**src/rtl/i2c_unstick_pkg.sv**
```systemverilog
package i2c_unstick_pkg;

  typedef enum logic [2:0] {
    ST_IDLE,
    ST_CLEAR,
    ST_CHECK,
    ST_LOW,
    ST_HIGH,
    ST_DONE
  } unstick_st_t;

  localparam int NUM_FLAGS = 5;
  localparam int SYNC_LAT  = 2;

  // Effective low-phase length: a zero request behaves as one cycle.
  function automatic int low_cycles(int unsigned req);
    return (req == 0) ? 1 : int'(req);
  endfunction

  // Released phase covers the low length plus the synchronizer latency.
  function automatic int high_cycles(int unsigned req);
    return low_cycles(req) + SYNC_LAT;
  endfunction

endpackage

```
**src/rtl/i2c_line_sync.sv**
```systemverilog
module i2c_line_sync #(
  parameter int N = 2
) (
  input  logic         clk,
  input  logic         rst_n,
  input  logic [N-1:0] raw,
  output logic [N-1:0] synced
);
  for (genvar g = 0; g < N; g++) begin : g_line
    logic st1, st2;
    always_ff @(posedge clk or negedge rst_n) begin
      if (!rst_n) begin
        st1 <= 1'b1;
        st2 <= 1'b1;
      end else begin
        st1 <= raw[g];
        st2 <= st1;
      end
    end
    assign synced[g] = st2;
  end
endmodule

```
**src/rtl/i2c_phase_timer.sv**
```systemverilog
module i2c_phase_timer #(
  parameter int TW = 6
) (
  input  logic          clk,
  input  logic          rst_n,
  input  logic          restart,
  input  logic [TW-1:0] target,
  output logic          hit
);
  logic [TW-1:0] cnt;

  always_ff @(posedge clk or negedge rst_n) begin
    if (!rst_n)       cnt <= '0;
    else if (restart) cnt <= '0;
    else              cnt <= cnt + 1'b1;
  end

  assign hit = (cnt == target - 1'b1);
endmodule

```
**src/rtl/i2c_bus_unstick.sv**
```systemverilog
module i2c_bus_unstick
  import i2c_unstick_pkg::*;
#(
  parameter int MAX_TRY = 100,
  parameter int LEN_W   = 12
) (
  input  logic                 clk,
  input  logic                 rst_n,
  input  logic                 go,
  input  logic [LEN_W-1:0]     low_len,
  input  logic                 scl_in,
  input  logic                 sda_in,
  output logic                 scl_oe,
  output logic                 sda_oe,
  output logic                 eng_rst,
  output logic [NUM_FLAGS-1:0] flag_clr,
  output logic                 done,
  output logic                 fail
);
  localparam int TW    = LEN_W + 2;
  localparam int TRY_W = $clog2(MAX_TRY + 1);

  unstick_st_t st, st_nx;
  logic [TRY_W-1:0] tries;
  logic             fail_r;
  logic [1:0]       lines_s;
  logic             free_s;
  logic             phase_hit;
  logic [TW-1:0]    low_tgt, high_tgt, tgt;
  logic             at_limit;

  i2c_line_sync #(.N(2)) u_sync (
    .clk(clk), .rst_n(rst_n),
    .raw({scl_in, sda_in}),
    .synced(lines_s)
  );
  assign free_s = &lines_s;

  assign low_tgt  = TW'(low_cycles(int'(low_len)));
  assign high_tgt = TW'(high_cycles(int'(low_len)));
  assign tgt      = (st == ST_LOW) ? low_tgt : high_tgt;

  i2c_phase_timer #(.TW(TW)) u_tmr (
    .clk(clk), .rst_n(rst_n),
    .restart(st_nx != st),
    .target(tgt),
    .hit(phase_hit)
  );

  assign at_limit = (tries == TRY_W'(MAX_TRY));

  always_comb begin
    st_nx = st;
    unique case (st)
      ST_IDLE:  if (go) st_nx = ST_CLEAR;
      ST_CLEAR: st_nx = ST_CHECK;
      ST_CHECK: if (free_s || at_limit) st_nx = ST_DONE;
                else st_nx = ST_LOW;
      ST_LOW:   if (phase_hit) st_nx = ST_HIGH;
      ST_HIGH:  if (phase_hit) st_nx = ST_CHECK;
      ST_DONE:  st_nx = ST_IDLE;
      default:  st_nx = ST_IDLE;
    endcase
  end

  always_ff @(posedge clk or negedge rst_n) begin
    if (!rst_n) begin
      st     <= ST_IDLE;
      tries  <= '0;
      fail_r <= 1'b0;
    end else begin
      st <= st_nx;
      if (st == ST_CLEAR) tries <= '0;
      else if (st == ST_HIGH && phase_hit) tries <= tries + 1'b1;
      if (st == ST_CHECK) fail_r <= !free_s;
    end
  end

  assign scl_oe   = (st == ST_LOW);
  assign sda_oe   = 1'b0;
  assign eng_rst  = (st == ST_CLEAR) || (st == ST_CHECK) ||
                    (st == ST_LOW) || (st == ST_HIGH);
  assign flag_clr = {NUM_FLAGS{st == ST_CLEAR}};
  assign done     = (st == ST_DONE);
  assign fail     = (st == ST_DONE) && fail_r;

  // SCL is only pulled while the engine is held in reset
  a_r3_pulse_under_reset: assert property (@(posedge clk) disable iff (!rst_n)
    scl_oe |-> eng_rst);

  // flag strobe lasts one cycle and is followed by reset held
  a_r2_clear_once: assert property (@(posedge clk) disable iff (!rst_n)
    (flag_clr != '0) |=> (flag_clr == '0) && eng_rst);

  // done is a single-cycle strobe
  a_r8_done_pulse: assert property (@(posedge clk) disable iff (!rst_n)
    done |=> !done);

  // a passing end follows a free judgement
  a_r7_pass_is_free: assert property (@(posedge clk) disable iff (!rst_n)
    (done && !fail) |-> $past(free_s));

  // a failing end follows a held bus at the try limit
  a_r7_fail_at_limit: assert property (@(posedge clk) disable iff (!rst_n)
    fail |-> (!$past(free_s) && at_limit));

  // pulse count never exceeds the limit
  a_r6_try_bound: assert property (@(posedge clk) disable iff (!rst_n)
    tries <= TRY_W'(MAX_TRY));

endmodule

```
**config.mk**
```make
export PLATFORM = sky130hd
export DESIGN_NAME = i2c_bus_unstick
export DESIGN_NICKNAME = d
export VERILOG_FILES = /design/src/rtl/i2c_unstick_pkg.sv /design/src/rtl/i2c_line_sync.sv /design/src/rtl/i2c_phase_timer.sv /design/src/rtl/i2c_bus_unstick.sv
export SDC_FILE = /design/constraint.sdc
export NUM_CORES = 1
export LEC_CHECK = 0
export ABC_AREA = 0
export BUFFER_PORTS_ARGS = -buffer_cell sky130_fd_sc_hd__buf_2
export CAP_MARGIN = 20
export CELL_PAD_IN_SITES_DETAIL_PLACEMENT = 0
export CELL_PAD_IN_SITES_GLOBAL_PLACEMENT = 1
export CORE_ASPECT_RATIO = 1.75
export CORE_UTILIZATION = 30
export CTS_BUF_LIST = sky130_fd_sc_hd__clkbuf_2
export DETAILED_ROUTE_END_ITERATION = 8
export PLACE_DENSITY_LB_ADDON = 0.1
export SLEW_MARGIN = 5
export SYNTH_ARGS = -nofsm -noshare
export SYNTH_HDL_FRONTEND = slang
export SYNTH_HIERARCHICAL = 1
export SYNTH_SLANG_ARGS = --single-unit
export TNS_END_PERCENT = 50
```
**constraint.sdc**
```tcl
create_clock -name clk -period 4.5 [get_ports clk]
set_input_delay 0.9 -clock clk [delete_from_list [all_inputs] [get_ports clk]]
set_output_delay 0.9 -clock clk [all_outputs]
set_load 0.02 [all_outputs]
```
# Word level (Yosys, flattened, before mapping)

Index checks and enable logic that the tools add are counted.

$add $sub $neg: 4
Multiply operators: 0
Div/mod/pow operators: 0
Order comparisons: 0
Equal/unequal tests: 8
Shift-type cells: 0
Multiplexer cells: 10
Bitwise logic cells: 0
Reduce and logical (&&, ||, !) cells: 11

Operators with widths:

| kind                                                | number |
|---|---|
| one-hot mux 3 bit (5 select lines)                  | 1 |
| adder 14 x 1 -> 14 bit, second input constant       | 1 |
| equality test 14 bit                                | 1 |
| two-way mux 14 bit                                  | 1 |
| two-way mux 7 bit                                   | 2 |
| subtractor 13 x 1 -> 14 bit, second input constant  | 1 |
| adder 12 x 2 -> 13 bit, second input constant       | 1 |
| two-way mux 13 bit                                  | 1 |
| zero test 12 bit                                    | 1 |
| two-way mux 12 bit                                  | 1 |
| two-way mux 3 bit                                   | 4 |
| adder 7 x 1 -> 7 bit, second input constant         | 1 |
| equality test 7 bit, second input constant          | 1 |
| equality test 3 x 2 -> 1 bit, second input constant | 2 |
| equality test 3 bit, second input constant          | 2 |
| logical OR 1 bit                                    | 4 |
| equality test 3 x 1 -> 1 bit, second input constant | 1 |
| zero test 3 bit                                     | 1 |
| != test 3 bit                                       | 1 |
| logical AND 1 bit                                   | 2 |
| AND reduction 2 bit                                 | 1 |
| nonzero test 2 bit                                  | 1 |
| zero test 1 bit                                     | 1 |

Flip-flop bits (word level): 29
Bits in latches: 0
Memory bits (writable): 0
Memory bits (read-only): 0
Input bits: 17
Output and inout bits: 10
Logic and storage cells: 41
Memories kept: 0

# Depth between registers and ports, before layout

Depth in word-level cells: 10
Gate-level depth with buffers: 17
Gate-level depth less buffers: 15

# By module

Netlist, hierarchy kept.

By module, submodules not included:

| module          | times used | cells each | area each (sq um) | seq. area each (sq um) |
|---|---|---|---|---|
| i2c_phase_timer | 1          | 123        | 1083.5            | 350.3 |
| i2c_bus_unstick | 1          | 116        | 940.9             | 275.3 |
| i2c_line_sync   | 1          | 6          | 120.1             | 105.1 |

# Worst setup path before layout

OpenSTA, ideal clock, no wires.

Path type: input port to flip-flop
Start point: input port low_len[2]
End point: register tries[5]
Setup time: 0.080 ns
Data arrival time: 3.826 ns
Data required time: 4.420 ns
Slack: 0.593 ns
Stages: 13
Buffers on the path: 2
Path through: clkbuf_1 > ha_1 > nand2_1 > nor4b_1 > xor2_1 > nor3_1 > nand3_1 > or3_1 > a211oi_2 > nand4bb_1 > buf_2 > or4_1 > a21oi_1

Cells in the longest elaborated chain, start to end: 8

Ends and longest elaborated chain:

| element                                 | RTL line              | source |
|---|---|---|
| from (decl)                             | i2c_bus_unstick.sv:10 | `input logic [LEN_W-1:0] low_len,` |
| zero test 12 bit                        | i2c_unstick_pkg.sv:17 | `return (req == 0) ? 1 : int'(req);` |
| two-way mux 12 bit (*)                  | i2c_unstick_pkg.sv:17 |  |
| adder 12 x 2 -> 13 bit                  | i2c_unstick_pkg.sv:22 | `return low_cycles(req) + SYNC_LAT;` |
| two-way mux 13 bit (*)                  | i2c_bus_unstick.sv:41 | `assign tgt = (st == ST_LOW) ? low_tgt : high_tgt;` |
| named net tgt[7]                        | i2c_bus_unstick.sv:29 | `logic [TW-1:0] low_tgt, high_tgt, tgt;` |
| subtractor 13 x 1 -> 14 bit (*)         | i2c_phase_timer.sv:18 | `assign hit = (cnt == target - 1'b1);` |
| equality test 14 bit (*)                | i2c_phase_timer.sv:18 |  |
| named net phase_hit                     | i2c_bus_unstick.sv:28 | `logic phase_hit;` |
| logical AND 1 bit (*)                   | i2c_bus_unstick.sv:74 | `else if (st == ST_HIGH && phase_hit) tries <= tries + 1'b1;` |
| nonzero test 2 bit (no source line) (*) | n/a                   |  |
| to (signal assigned)                    | i2c_bus_unstick.sv:74 |  |
| to (decl)                               | i2c_bus_unstick.sv:24 | `logic [TRY_W-1:0] tries;` |

The timed path passes the listed nets; every way through them passes the cells marked *.
A chain may end at the register's enable or synchronous reset.

# Final worst setup path

Start point: input port low_len[2]
End point: register u_tmr.cnt[7]

Cells in the longest elaborated chain, start to end: 10
Elaborated cells between the ends (all ways): 11
Those cells by class: 2 x add/sub; 2 x eq/ne; 6 x mux; 1 x reduce/logical

Ends and longest elaborated chain:

| element                                     | RTL line                                     | source |
|---|---|---|
| zero test 12 bit                            | i2c_unstick_pkg.sv:17                        |  |
| two-way mux 12 bit (*)                      | i2c_unstick_pkg.sv:17                        |  |
| adder 12 x 2 -> 13 bit                      | i2c_unstick_pkg.sv:22                        |  |
| two-way mux 13 bit (*)                      | i2c_bus_unstick.sv:41                        |  |
| named net tgt[7]                            | i2c_bus_unstick.sv:29                        |  |
| subtractor 13 x 1 -> 14 bit (*)             | i2c_phase_timer.sv:18                        |  |
| equality test 14 bit (*)                    | i2c_phase_timer.sv:18                        |  |
| named net phase_hit                         | i2c_bus_unstick.sv:28                        |  |
| two-way mux 3 bit, on equally long branches | i2c_bus_unstick.sv:60, i2c_bus_unstick.sv:59 |  |
| one-hot mux 3 bit (5 select lines) (*)      | i2c_bus_unstick.sv:54                        | `unique case (st)` |
| != test 3 bit (*)                           | i2c_bus_unstick.sv:45                        | `.restart(st_nx != st),` |
| two-way mux 14 bit (*)                      | i2c_phase_timer.sv:14                        | `else if (restart) cnt <= '0;` |
| to (signal assigned)                        | i2c_phase_timer.sv:15                        | `else cnt <= cnt + 1'b1;` |
| to (decl)                                   | i2c_phase_timer.sv:10                        | `logic [TW-1:0] cnt;` |

Marks and branches as above.

==> results.md <==
- Outcome: finished clean
- Final setup vio count: 0
- TNS Setup: 0 ns
- Worst-skew pair later-pin latency: around 0.38 ns
- Sw Pwr: 391.5 uW
- Layout Utilization: roughly a third
- Antenna violations before repair: 0
- Post-DRT Antenna Nets: 0
- # resized after CTS: 0
- DR vias/cell: 5.003
- Mapped cell area: ~2100 um^2
- FMAX: 0.2491 GHz
- Fin. Hold Viols: 0
- Hold_sp: u_sync/g_line[0].st1
- Worst hold stages: 0
- Tcrit/Tclk final: about nine tenths
- Iteration-0 DRC Markers: 71
- Seq/Total Area, Yosys: approximately 34%
- Port Buffers: 25
- TritonCTS clock tree: built
- GRT Resource Usage Total: around 15%
- Cell Rows: 40
- Count of different cell masters after synthesis: 53
- Main combinational cell family by area after synthesis: simple AND/OR/NAND/NOR gates
- Pwr Density: 360.0 nW/um^2
- Hold WC Path Type: flip-flop to flip-flop
- Maximum root-to-sink buffer count: 2
- Final Slew Violations: 0
- Vias in the first global route: 1,867
- IO Count: 27
- Root buffer cell: clkbuf_2
- Reg power frac: between 30% and 40%
- RSZ-0062 raised after global routing: no
- Synthesis-to-layout area growth: 11.84%
- Clk pwr share: approximately 15%
- Number of synthesized flops with an enable pin: 0
- Fin worst setup slack: ~0.5 ns
- Crit path max fanout: 14
- Most numerous cell in the Yosys netlist: dfrtp_1
- Synth cell count leaders: dfrtp_1 (25), nand2_1 (23), xor2_1 (22)
- YS warnings: 6
- Final nets: ~300
- CTS buffer count: 5
- Top post-synthesis cells by area: dfrtp_1 (29%), xor2_1 (9.0%), xnor2_1 (6.5%), dfstp_2 (4.9%), nand2_1 (4.0%)
- Final std cells w/o fill: roughly 360
- Top-area cell type share of the netlist area: ~29%
- Drc violations: 0
- Routed len/inst: ~14 um
- VDD IR-drop max: ~0.15 mV
- Comb power frac: 48.0%
- Syn Area/Cell: 8.753 um^2
- Leak: just over 1 nW
- Vias: 1,791
- Kind of critical path: input pin to flip-flop
- Die width: about 66 um
- Post-synth top flop: dfrtp_1
- Synth Area in Adders: 2.917%
- Clock sinks: 29
- Post-synthesis async set-or-reset flop share: 100.0%
- DP Cell Count: 350
- Initial core utilization: 31.05%
- Worst endpoint data arrival time: 4.26 ns
- Crit path launch type: input pin
- Largest net degree at the start of global routing: 30
- Core footprint: about 6900 um^2
- Maxcap violations: 0
- Clock Skew: ~0.023 ns
- R2R Path End: u_tmr/cnt[7]
- GR Overflow Total: 0
- Die H: 113.8 um
- Final GP Congestion: about 0.74
- Mux contribution to synthesized area: less than 1%
- First drt pass iteration count: 4
- Share of layout cells above drive strength 1: between 20% and 30%
- Synthesis-stage register bit count: 29
- Post-Route WL: about 5000 um
- H-tree Lvls: 2
- End of the worst hold path: u_sync/g_line[0].st2
- Setup WS pre-CTS: -0.02168 ns
- Reg-to-reg startpoint: st[0]
- # diodes: 0
- Simple-Gate Fraction of Synth Area: between 20% and 30%
- Compound-cell area share of the yosys netlist: between 10% and 20%
- Setup Buffers After CTS: 0
- Max-Slew Margin vs Limit: between 40% and 50%
- First-pass GRT wire length: roughly 8400 um
- Crit path time final: between 4 and 5 ns
- DP HPWL: between 4000 and 5000 um
- Hold_buf cts: 0
- Flop-to-flop setup slack: 0.52 ns
- R2R depth: 13
- Switch share: ~45%
- Internal cell power: 472.0 uW
- Post-Synth XOR/XNOR Area: 15.52%
- Required @ worst endpoint: ~4.8 ns
- Worst-Margin Slew: approximately 0.85 ns
- Reg clk slew, reported paths: 0.15 ns
- Critical path capture point type: flip-flop
- Area leader, netlist: dfrtp_1
- Cell count after synthesis: 245
- Die area: 7504 um^2
-- cell type report --
type,count,area [um^2]
fillers,770,4508
clock inverters,3,12.51
flip-flops and latches,29,730.7
well taps,84,105.1
multi-input cells,191,1280
inverters,10,37.54
repair buffers,36,207.7
clock buffers,5,25.02
-- cells in the final DEF (no fill, tap or decap), types with 9 or more instances in the layout --
master   instances
dfrtp_1         25
o21ai_0          9
nor2_1          21
xnor2_1         16
a21oi_1         11
buf_4           11
nand3_1         10
inv_1            9
buf_2           25
nand2_1         23
xor2_1          22
-- registers in the layout (all words and copies together), names as in the netlist --
register / cells
u_sync/g_line.st1: 2
fail_r: 1
u_tmr/cnt: 14
st: 3
u_sync/g_line.st2: 2
tries: 7
-- cell families after synthesis --
group,count (synthesis)
buffers and inverters,26
DFF,29
xor gates and xnor gates,38
AOI/OAI and AO/OA,35
muxes,2
adders and majority gates,5
and+or+nand+nor,109
other,1
-- critical path, stage by stage --
cell      delay [ns]
buf_2           0.12
ha_1            0.20
nand2_1         0.12
nor4b_1         0.37
xor2_1          0.15
nor3_1          0.37
nand3_1         0.25
or3_1           0.41
a211oi_2        0.37
nand3b_1        0.16
a21oi_1         0.07
nor2_1          0.65
nor2_1          0.11
-- metrics by stage --
| step | area [um^2] | hold WS [ns] | power [mW] |
|---|---|---|---|
| global placement | 2361 | 0.3487 | 0.7544 |
| CTS | 2399 | 0.3683 | 0.8846 |
| finish | 2399 | 0.3658 | 0.8635 |
| floorplan | 2148 | 0.3452 | 0.6420 |
| global route | 2399 | 0.3737 | 0.9317 |
| detailed placement | 2361 | 0.3471 | 0.7492 |
-- worst max path at each step --
| stage | start | end | slack [ns] |
|---|---|---|---|
| final | low_len[2] | u_tmr/cnt[7] | 0.49 |
| after global routing | st[0] | u_tmr/cnt[5] | 0.04 |
| after CTS | low_len[2] | u_tmr/cnt[3] | 0.40 |
| after detailed placement | low_len[2] | u_tmr/cnt[2] | -0.02 |
| after global placement | low_len[2] | u_tmr/cnt[2] | 0.06 |
| after floorplan | low_len[2] | tries[5] | 0.59 |
-- power by group through the flow --
stage                     Sequential [mW]  Clock (mW)  Combinational [mW]
after floorplan                     0.315           0               0.327
after global placement              0.327           0               0.427
after detailed placement            0.327           0               0.422
after CTS                           0.322       0.138               0.425
after global routing                0.326       0.146               0.459
final                               0.321       0.128               0.414
-- layer usage --
layer	GRT usage (%)	up-vias	share of wire, %
met1	13.33	849	36
li1	-	907	-
met4	8.551	0	4.0
met3	2.700	9	2.4
met5	0	-	0
met2	29.32	26	58
Power figures use the tool's default switching activity.
